## src/rtl/sysmm_pkg.sv

```systemverilog
package sysmm_pkg;
  // strobes sent from the sequencer to the datapath each cycle
  typedef struct packed {
    logic clearAll;   // zero accumulators and staggering registers
    logic feedEn;     // operand ports are inside the sampling window
  } mmStrobes_t;
endpackage

```

## src/rtl/sysmm_cell.sv

```systemverilog
module sysmm_cell #(
  parameter int W    = 8,
  parameter int ACCW = 18
) (
  input  logic            clk,
  input  logic            rstN,
  input  logic            clear,
  input  logic [W-1:0]    aLeft,
  input  logic [W-1:0]    bUp,
  output logic [W-1:0]    aRight,
  output logic [W-1:0]    bDown,
  output logic [ACCW-1:0] acc
);
  logic [2*W-1:0] prod;
  assign prod = {{W{1'b0}}, aLeft} * {{W{1'b0}}, bUp};

  always_ff @(posedge clk or negedge rstN) begin
    if (!rstN) begin
      aRight <= '0;
      bDown  <= '0;
      acc    <= '0;
    end else if (clear) begin
      aRight <= '0;
      bDown  <= '0;
      acc    <= '0;
    end else begin
      aRight <= aLeft;
      bDown  <= bUp;
      acc    <= acc + ACCW'(prod);
    end
  end
endmodule

```

## src/rtl/sysmm_skew.sv

```systemverilog
module sysmm_skew #(
  parameter int W     = 8,
  parameter int DEPTH = 0
) (
  input  logic         clk,
  input  logic         rstN,
  input  logic         clear,
  input  logic [W-1:0] din,
  output logic [W-1:0] dout
);
  generate
    if (DEPTH == 0) begin : g_pass
      assign dout = din;
    end else begin : g_chain
      logic [W-1:0] stage [DEPTH];
      always_ff @(posedge clk or negedge rstN) begin
        if (!rstN) begin
          for (int s = 0; s < DEPTH; s++) stage[s] <= '0;
        end else if (clear) begin
          for (int s = 0; s < DEPTH; s++) stage[s] <= '0;
        end else begin
          stage[0] <= din;
          for (int s = 1; s < DEPTH; s++) stage[s] <= stage[s-1];
        end
      end
      assign dout = stage[DEPTH-1];
    end
  endgenerate
endmodule

```

## src/rtl/sysmm_datapath.sv

```systemverilog
module sysmm_datapath
  import sysmm_pkg::*;
#(
  parameter int N    = 4,
  parameter int W    = 8,
  parameter int ACCW = 2*W + $clog2(N)
) (
  input  logic              clk,
  input  logic              rstN,
  input  mmStrobes_t        strobes,
  input  logic [N*W-1:0]    aColIn,
  input  logic [N*W-1:0]    bRowIn,
  output logic [N*N*ACCW-1:0] cFlat
);
  // horizontal links: aLink[i][j] enters cell (i,j); column N is the unused exit
  logic [W-1:0] aLink [N][N+1];
  logic [W-1:0] bLink [N+1][N];

  genvar i, j;
  generate
    for (i = 0; i < N; i++) begin : g_edge
      logic [W-1:0] aGated, bGated;
      assign aGated = strobes.feedEn ? aColIn[i*W +: W] : '0;
      assign bGated = strobes.feedEn ? bRowIn[i*W +: W] : '0;

      sysmm_skew #(.W(W), .DEPTH(i)) u_skewA (
        .clk(clk), .rstN(rstN), .clear(strobes.clearAll),
        .din(aGated), .dout(aLink[i][0])
      );
      sysmm_skew #(.W(W), .DEPTH(i)) u_skewB (
        .clk(clk), .rstN(rstN), .clear(strobes.clearAll),
        .din(bGated), .dout(bLink[0][i])
      );
    end

    for (i = 0; i < N; i++) begin : g_row
      for (j = 0; j < N; j++) begin : g_col
        sysmm_cell #(.W(W), .ACCW(ACCW)) u_cell (
          .clk(clk), .rstN(rstN), .clear(strobes.clearAll),
          .aLeft(aLink[i][j]), .bUp(bLink[i][j]),
          .aRight(aLink[i][j+1]), .bDown(bLink[i+1][j]),
          .acc(cFlat[(i*N+j)*ACCW +: ACCW])
        );
      end
    end
  endgenerate
endmodule

```

## src/rtl/sysmm_ctrl.sv

```systemverilog
module sysmm_ctrl
  import sysmm_pkg::*;
#(
  parameter int N = 4
) (
  input  logic       clk,
  input  logic       rstN,
  input  logic       start,
  output mmStrobes_t strobes,
  output logic       busy,
  output logic       done
);
  localparam int LAST = 3*N - 1;
  localparam int CNTW = $clog2(LAST + 1) + 1;

  logic [CNTW-1:0] cnt;
  logic            accept;

  assign accept = start && !busy;

  always_ff @(posedge clk or negedge rstN) begin
    if (!rstN) begin
      busy <= 1'b0;
      done <= 1'b0;
      cnt  <= '0;
    end else if (accept) begin
      busy <= 1'b1;
      done <= 1'b0;
      cnt  <= CNTW'(1);
    end else if (busy) begin
      if (cnt == CNTW'(LAST)) begin
        busy <= 1'b0;
        done <= 1'b1;
      end
      cnt <= cnt + 1'b1;
    end
  end

  always_comb begin
    strobes.clearAll = accept;
    strobes.feedEn   = busy && (cnt >= CNTW'(1)) && (cnt <= CNTW'(N));
  end
endmodule

```

## src/rtl/sysmm_top.sv

```systemverilog
module sysmm_top
  import sysmm_pkg::*;
#(
  parameter int N    = 4,
  parameter int W    = 8,
  parameter int ACCW = 2*W + $clog2(N)
) (
  input  logic                clk,
  input  logic                rstN,
  input  logic                start,
  input  logic [N*W-1:0]      aColIn,
  input  logic [N*W-1:0]      bRowIn,
  output logic                busy,
  output logic                done,
  output logic [N*N*ACCW-1:0] cFlat
);
  mmStrobes_t strobes;

  sysmm_ctrl #(.N(N)) u_ctrl (
    .clk(clk), .rstN(rstN), .start(start),
    .strobes(strobes), .busy(busy), .done(done)
  );

  sysmm_datapath #(.N(N), .W(W), .ACCW(ACCW)) u_dp (
    .clk(clk), .rstN(rstN), .strobes(strobes),
    .aColIn(aColIn), .bRowIn(bRowIn), .cFlat(cFlat)
  );
endmodule

```

## config.mk

```make
export PLATFORM = sky130hd
export DESIGN_NAME = sysmm_top
export DESIGN_NICKNAME = d
export VERILOG_FILES = /design/src/rtl/sysmm_pkg.sv /design/src/rtl/sysmm_cell.sv /design/src/rtl/sysmm_skew.sv /design/src/rtl/sysmm_datapath.sv /design/src/rtl/sysmm_ctrl.sv /design/src/rtl/sysmm_top.sv
export SDC_FILE = /design/constraint.sdc
export NUM_CORES = 2
export LEC_CHECK = 0
export BUFFER_PORTS_ARGS = -buffer_cell sky130_fd_sc_hd__buf_2
export CAP_MARGIN = 5
export CORE_AREA = 8 8 468 470
export CTS_BUF_LIST = sky130_fd_sc_hd__clkbuf_8
export DETAILED_ROUTE_END_ITERATION = 12
export DIE_AREA = 0 0 476 478
export PLACE_DENSITY = 0.47
export SLEW_MARGIN = 0
export SYNTH_ARGS = -nofsm -noshare
export SYNTH_HDL_FRONTEND = slang
export SYNTH_SLANG_ARGS = --single-unit
```

## constraint.sdc

```tcl
create_clock -name clk -period 5.7 [get_ports clk]
set_input_delay 1.14 -clock clk [delete_from_list [all_inputs] [get_ports clk]]
set_output_delay 1.14 -clock clk [all_outputs]
set_load 0.01 [all_outputs]
```

==> results.md <==
| Parameter | Reported | Unit |
|:---|:---|:---|
| Total non-filler cell area in the finished layout | 66500 | sq um |
| Final net count | 7940 | - |
| Cell Area, Placed | 63800 | sq um |
| Final HPWL DP | 134000 | um |
| Largest cells by area after synthesis | sky130_fd_sc_hd__fa_1, sky130_fd_sc_hd__dfrtp_1, sky130_fd_sc_hd__ha_1 | - |
| H-tree levels | 4 | - |
| Synth area leader | sky130_fd_sc_hd__fa_1 | - |
| Top-area cell type share of the netlist area | 27.2 | % |
| Run status | finished, final reports clean | - |
| Max Transition Viols Final | 0 | - |
| PnR worst setup slack | 0.251 | ns |
| Cell area after synthesis | 58800 | sq um |
| Capturing point of the worst reg2reg path | u_dp.g_row[0].g_col[0].u_cell.acc[17] | - |
| Post-Syn Nets | 7602 | - |
| Top flip-flop cell by instance count after synthesis | sky130_fd_sc_hd__dfrtp_1 | - |
| Post-synth ARST share | 100 | % |
| Share of cell area taken by muxes after synthesis | 0.0680 | % |
| IO Port Bufs | 356 | - |
| Beginning of the worst register-to-register path | u_ctrl.cnt[0] | - |
| Die area | 228000 | sq um |
| DRC viols | 0 | - |
| Most frequent cell after synthesis | sky130_fd_sc_hd__inv_1 | - |
| Post-synthesis sequential area ratio | 24.8 | % |
| Fill cell total of the finished layout | 22221 | - |
| Xor/xnor cell area share of the yosys netlist | 2.63 | % |
| Dominant combinational cell family by area after synthesis | adder cells | - |
| Gp weighted congestion | 0.848 | - |
| IR Drop Worst-Case VDD | 371 | uV |
| Overall fraction of global-route tracks in use | 15.0 | % |
| Number of warnings reported in the yosys synthesis log | 0 | - |
| Antenna violations before repair | 12 | - |
| Wire length of the first global-routing pass | 266000 | um |
| Number of synthesized register bits | 583 | - |
| Count of different cell masters after synthesis | 67 | - |
| Maximum net fanout on the critical path | 24 | - |
| Maximum clock rate | 184 | MHz |
| Top cell types by occurrence after synthesis | sky130_fd_sc_hd__inv_1, sky130_fd_sc_hd__and2_1, sky130_fd_sc_hd__fa_1 | - |
| Clock net sink count | 583 | - |
| Final cycle utilization of the critical path | 95.6 | % |
| Number of cells traversed by the worst register-to-register path | 22 | - |
| Avg Vias per Cell | 4.38 | - |
| Pwr Density | 423 | nW/um^2 |
| Number of primary I/O pins | 357 | - |
| Number of flops mapped to enable cells by yosys | 0 | - |
| Fraction of final layout cells sized beyond drive strength 1 | 9.61 | % |
| Horizontal die dimension | 476 | um |
| Max Clock Skew | 0.0558 | ns |
| Reg-to-reg setup timing slack | 0.25 | ns |
| Data arrival time of the worst path | 6.17 | ns |
| Routed len/inst | 17.8 | um |
| Required arrival time at the worst endpoint | 6.42 | ns |
| Post CTS Setup Buffer Count | 0 | - |
| Count of endpoints failing hold in the final timing report | 0 | - |
| Detailed router's first-iteration violation count | 1507 | - |
| Residual antenna-violating net count after detailed routing | 0 | - |
| CTS tree | yes | - |
| Post-Synth Simple-Gate Area | 16.5 | % |
| Average footprint of a synthesized cell | 9.66 | sq um |
| Post-synthesis adder-cell area fraction | 40.9 | % |
| Clk Latency, worst-skew pair | 0.89 | ns |
| Inserted Clock Buffers | 130 | - |
| Vertical die dimension | 478 | um |
| FP Rows | 169 | - |
| Initial cell density of the core | 27.9 | % |
| Leakage component of the power | 35.0 | nW |
| Vias in the first global route | 45429 | - |
| Total detailed-routing wirelength | 166000 | um |
| Final-report setup violation count | 0 | - |
| Layout overhead on the synthesized area | 13.0 | % |
| Startpoint type of the worst setup path | flop | - |
| Detailed Routing Iterations Pass 1 | 5 | - |
| Max Root-Sink Buffers | 3 | - |
| Area fraction in compound gates after synthesis | 5.85 | % |
| Post-layout min period | 5.45 | ns |
| Buffer type at the clock tree root | sky130_fd_sc_hd__clkbuf_8 | - |
| Aggregate global routing overflow | 0 | - |
| Pin count of the biggest net entering global routing | 164 | - |
| Pre-CTS setup slack | 0.160 | ns |
| Worst Path Class, Setup | reg -> reg | - |
| Hold Crit Class | in -> async | - |
| Sum Neg Setup Slack | 0 | ns |
| Area of the core | 211000 | sq um |
| Worst Tran Pin Value | 0.890 | ns |
| Max-cap violation count | 0 | - |
| Tightest slew margin relative to the limit | 40.7 | % |
| Endpoint kind of the worst setup timing path | flop | - |
| Unrepaired setup endpoints after global routing | false | - |
| Synthesized instance count | 6092 | - |
| Clock-pin slew on the worst setup and hold paths | 0.06 | ns |
| Vias | 40954 | - |
worst max-delay path, cell delays in order (launching register included):
cell                       delay, ns
sky130_fd_sc_hd__dfrtp_1        0.45
sky130_fd_sc_hd__ha_1           0.22
sky130_fd_sc_hd__nor3_1         0.18
sky130_fd_sc_hd__nor2_1         0.05
sky130_fd_sc_hd__a21oi_1        0.23
sky130_fd_sc_hd__nor3_4         0.10
sky130_fd_sc_hd__buf_6          0.16
sky130_fd_sc_hd__buf_6          0.18
sky130_fd_sc_hd__and3_1         0.21
sky130_fd_sc_hd__fa_1           0.45
sky130_fd_sc_hd__fa_1           0.42
sky130_fd_sc_hd__fa_1           0.52
sky130_fd_sc_hd__inv_1          0.05
sky130_fd_sc_hd__fa_1           0.47
sky130_fd_sc_hd__inv_1          0.04
sky130_fd_sc_hd__ha_1           0.37
sky130_fd_sc_hd__and4_1         0.24
sky130_fd_sc_hd__nand3_1        0.12
sky130_fd_sc_hd__o21bai_1       0.18
sky130_fd_sc_hd__a31o_2         0.22
sky130_fd_sc_hd__o21ai_0        0.22
sky130_fd_sc_hd__xnor2_1        0.14
sky130_fd_sc_hd__nor2_1         0.05
timing repair:
| action | 4_1_cts | 5_1_grt |
|---|---|---|
| gates resized for setup | 0 | 7 |
| hold buffers | 0 | 0 |
| endpoints found under the setup margin | 0 | 6 |
metal layers:
metal	up-vias	GRT usage, %	share of wire (%)
li1	19247	-	-
met1	20796	19.0	44
met2	704	25.3	48
met3	201	3.73	6.0
met4	6	4.14	2.6
met5	-	0	0.025
flip-flops by register name, indices dropped and copies added (netlist names):
name,flops
u_dp.g_edge.u_skewB.g_chain.stage,24
u_ctrl.cnt,5
u_dp.g_row.g_col.u_cell.bDown,96
u_dp.g_row.g_col.u_cell.acc,288
u_dp.g_edge.u_skewA.g_chain.stage,24
u_dp.g_edge.u_skewB.dout,24
u_dp.g_row.g_col.u_cell.aRight,96
u_ctrl.done,1
u_dp.g_edge.u_skewA.dout,24
u_ctrl.busy,1
power breakdown:
part	total, W	switching [W]	internal, W
registers	0.00854	0.00271	0.00583
clock network	0.00501	0.00219	0.00282
logic	0.0146	0.00860	0.00600
total	0.0282	0.0135	0.0147
worst max-delay path by stage:
stage	end	slack [ns]	start
6_report	u_dp.g_row[0].g_col[0].u_cell.acc[17]	0.25	u_ctrl.cnt[0]
5_1_grt	u_dp.g_row[0].g_col[0].u_cell.acc[16]	0.0008	u_ctrl.cnt[0]
4_1_cts	u_dp.g_row[0].g_col[0].u_cell.acc[13]	0.09	u_ctrl.cnt[1]
3_5_place_dp	u_dp.g_row[0].g_col[0].u_cell.acc[17]	0.16	u_ctrl.cnt[1]
3_3_place_gp	u_dp.g_row[0].g_col[0].u_cell.acc[13]	0.13	u_ctrl.cnt[1]
2_1_floorplan	u_dp.g_row[0].g_col[0].u_cell.acc[16]	0.49	u_ctrl.cnt[1]
layout make-up:
class                           instances  area, sq um  area share [%]
Multi-Input combinational cell       4063        38800            58.4
Sequential cell                       583        14600            21.9
Inverter                             1262         4740            7.12
Tap cell                             2821         3530            5.31
Clock buffer                          158         2170            3.27
Timing Repair Buffer                  390         2140            3.22
Clock inverter                         59          490           0.737
Antenna cell                            6         15.0          0.0226
cells by family after synthesis:
| kind of cell | Yosys count |
|---|---|
| fa+ha+maj | 1443 |
| compound gates | 525 |
| flops | 583 |
| simple gates | 1914 |
| xor+xnor | 177 |
| buf+inv | 1446 |
| mux | 4 |
layout by cell type (no fill, tap or decap), types with 6 or more instances in the layout:
cell	n
sky130_fd_sc_hd__bufinv_16	7
sky130_fd_sc_hd__diode_2	6
sky130_fd_sc_hd__o21ai_0	119
sky130_fd_sc_hd__nand2_1	631
sky130_fd_sc_hd__a21o_1	68
sky130_fd_sc_hd__o21bai_1	26
sky130_fd_sc_hd__o22ai_1	6
sky130_fd_sc_hd__or3_1	8
sky130_fd_sc_hd__xor2_1	82
sky130_fd_sc_hd__buf_2	355
sky130_fd_sc_hd__a31o_2	6
sky130_fd_sc_hd__clkinvlp_4	6
sky130_fd_sc_hd__inv_1	1283
sky130_fd_sc_hd__and3_1	50
sky130_fd_sc_hd__a31oi_1	13
sky130_fd_sc_hd__a211oi_1	47
sky130_fd_sc_hd__o211ai_1	13
sky130_fd_sc_hd__o21ai_1	9
sky130_fd_sc_hd__nand3_1	21
sky130_fd_sc_hd__nor3_1	43
sky130_fd_sc_hd__a211oi_2	8
sky130_fd_sc_hd__xnor2_1	95
sky130_fd_sc_hd__buf_12	7
sky130_fd_sc_hd__nor2_1	264
sky130_fd_sc_hd__nand2b_1	20
sky130_fd_sc_hd__buf_4	25
sky130_fd_sc_hd__clkbuf_8	158
sky130_fd_sc_hd__o31ai_1	10
sky130_fd_sc_hd__a21oi_1	128
sky130_fd_sc_hd__dfrtp_1	583
sky130_fd_sc_hd__nand3b_1	6
sky130_fd_sc_hd__clkinv_2	18
sky130_fd_sc_hd__ha_1	643
sky130_fd_sc_hd__fa_1	800
sky130_fd_sc_hd__nor2b_1	17
sky130_fd_sc_hd__nand4_1	17
sky130_fd_sc_hd__and2_1	803
sky130_fd_sc_hd__a211o_1	6
sky130_fd_sc_hd__nand4b_1	8
sky130_fd_sc_hd__o21a_1	26
metrics by stage:
step / cells / hold slack (ns) / utilization [%] / power, W
detailed placement: 9119 / 0.433 / 30.2 / 0.0236
finish: 9342 / 0.247 / 31.5 / 0.0282
global route: 9338 / 0.197 / 31.5 / 0.0314
floorplan: 6092 / 0.428 / - / 0.0177
CTS: 9336 / 0.131 / 31.5 / 0.0289
global placement: 9119 / 0.430 / 30.2 / 0.0234
(Power assumes the default switching activity.)
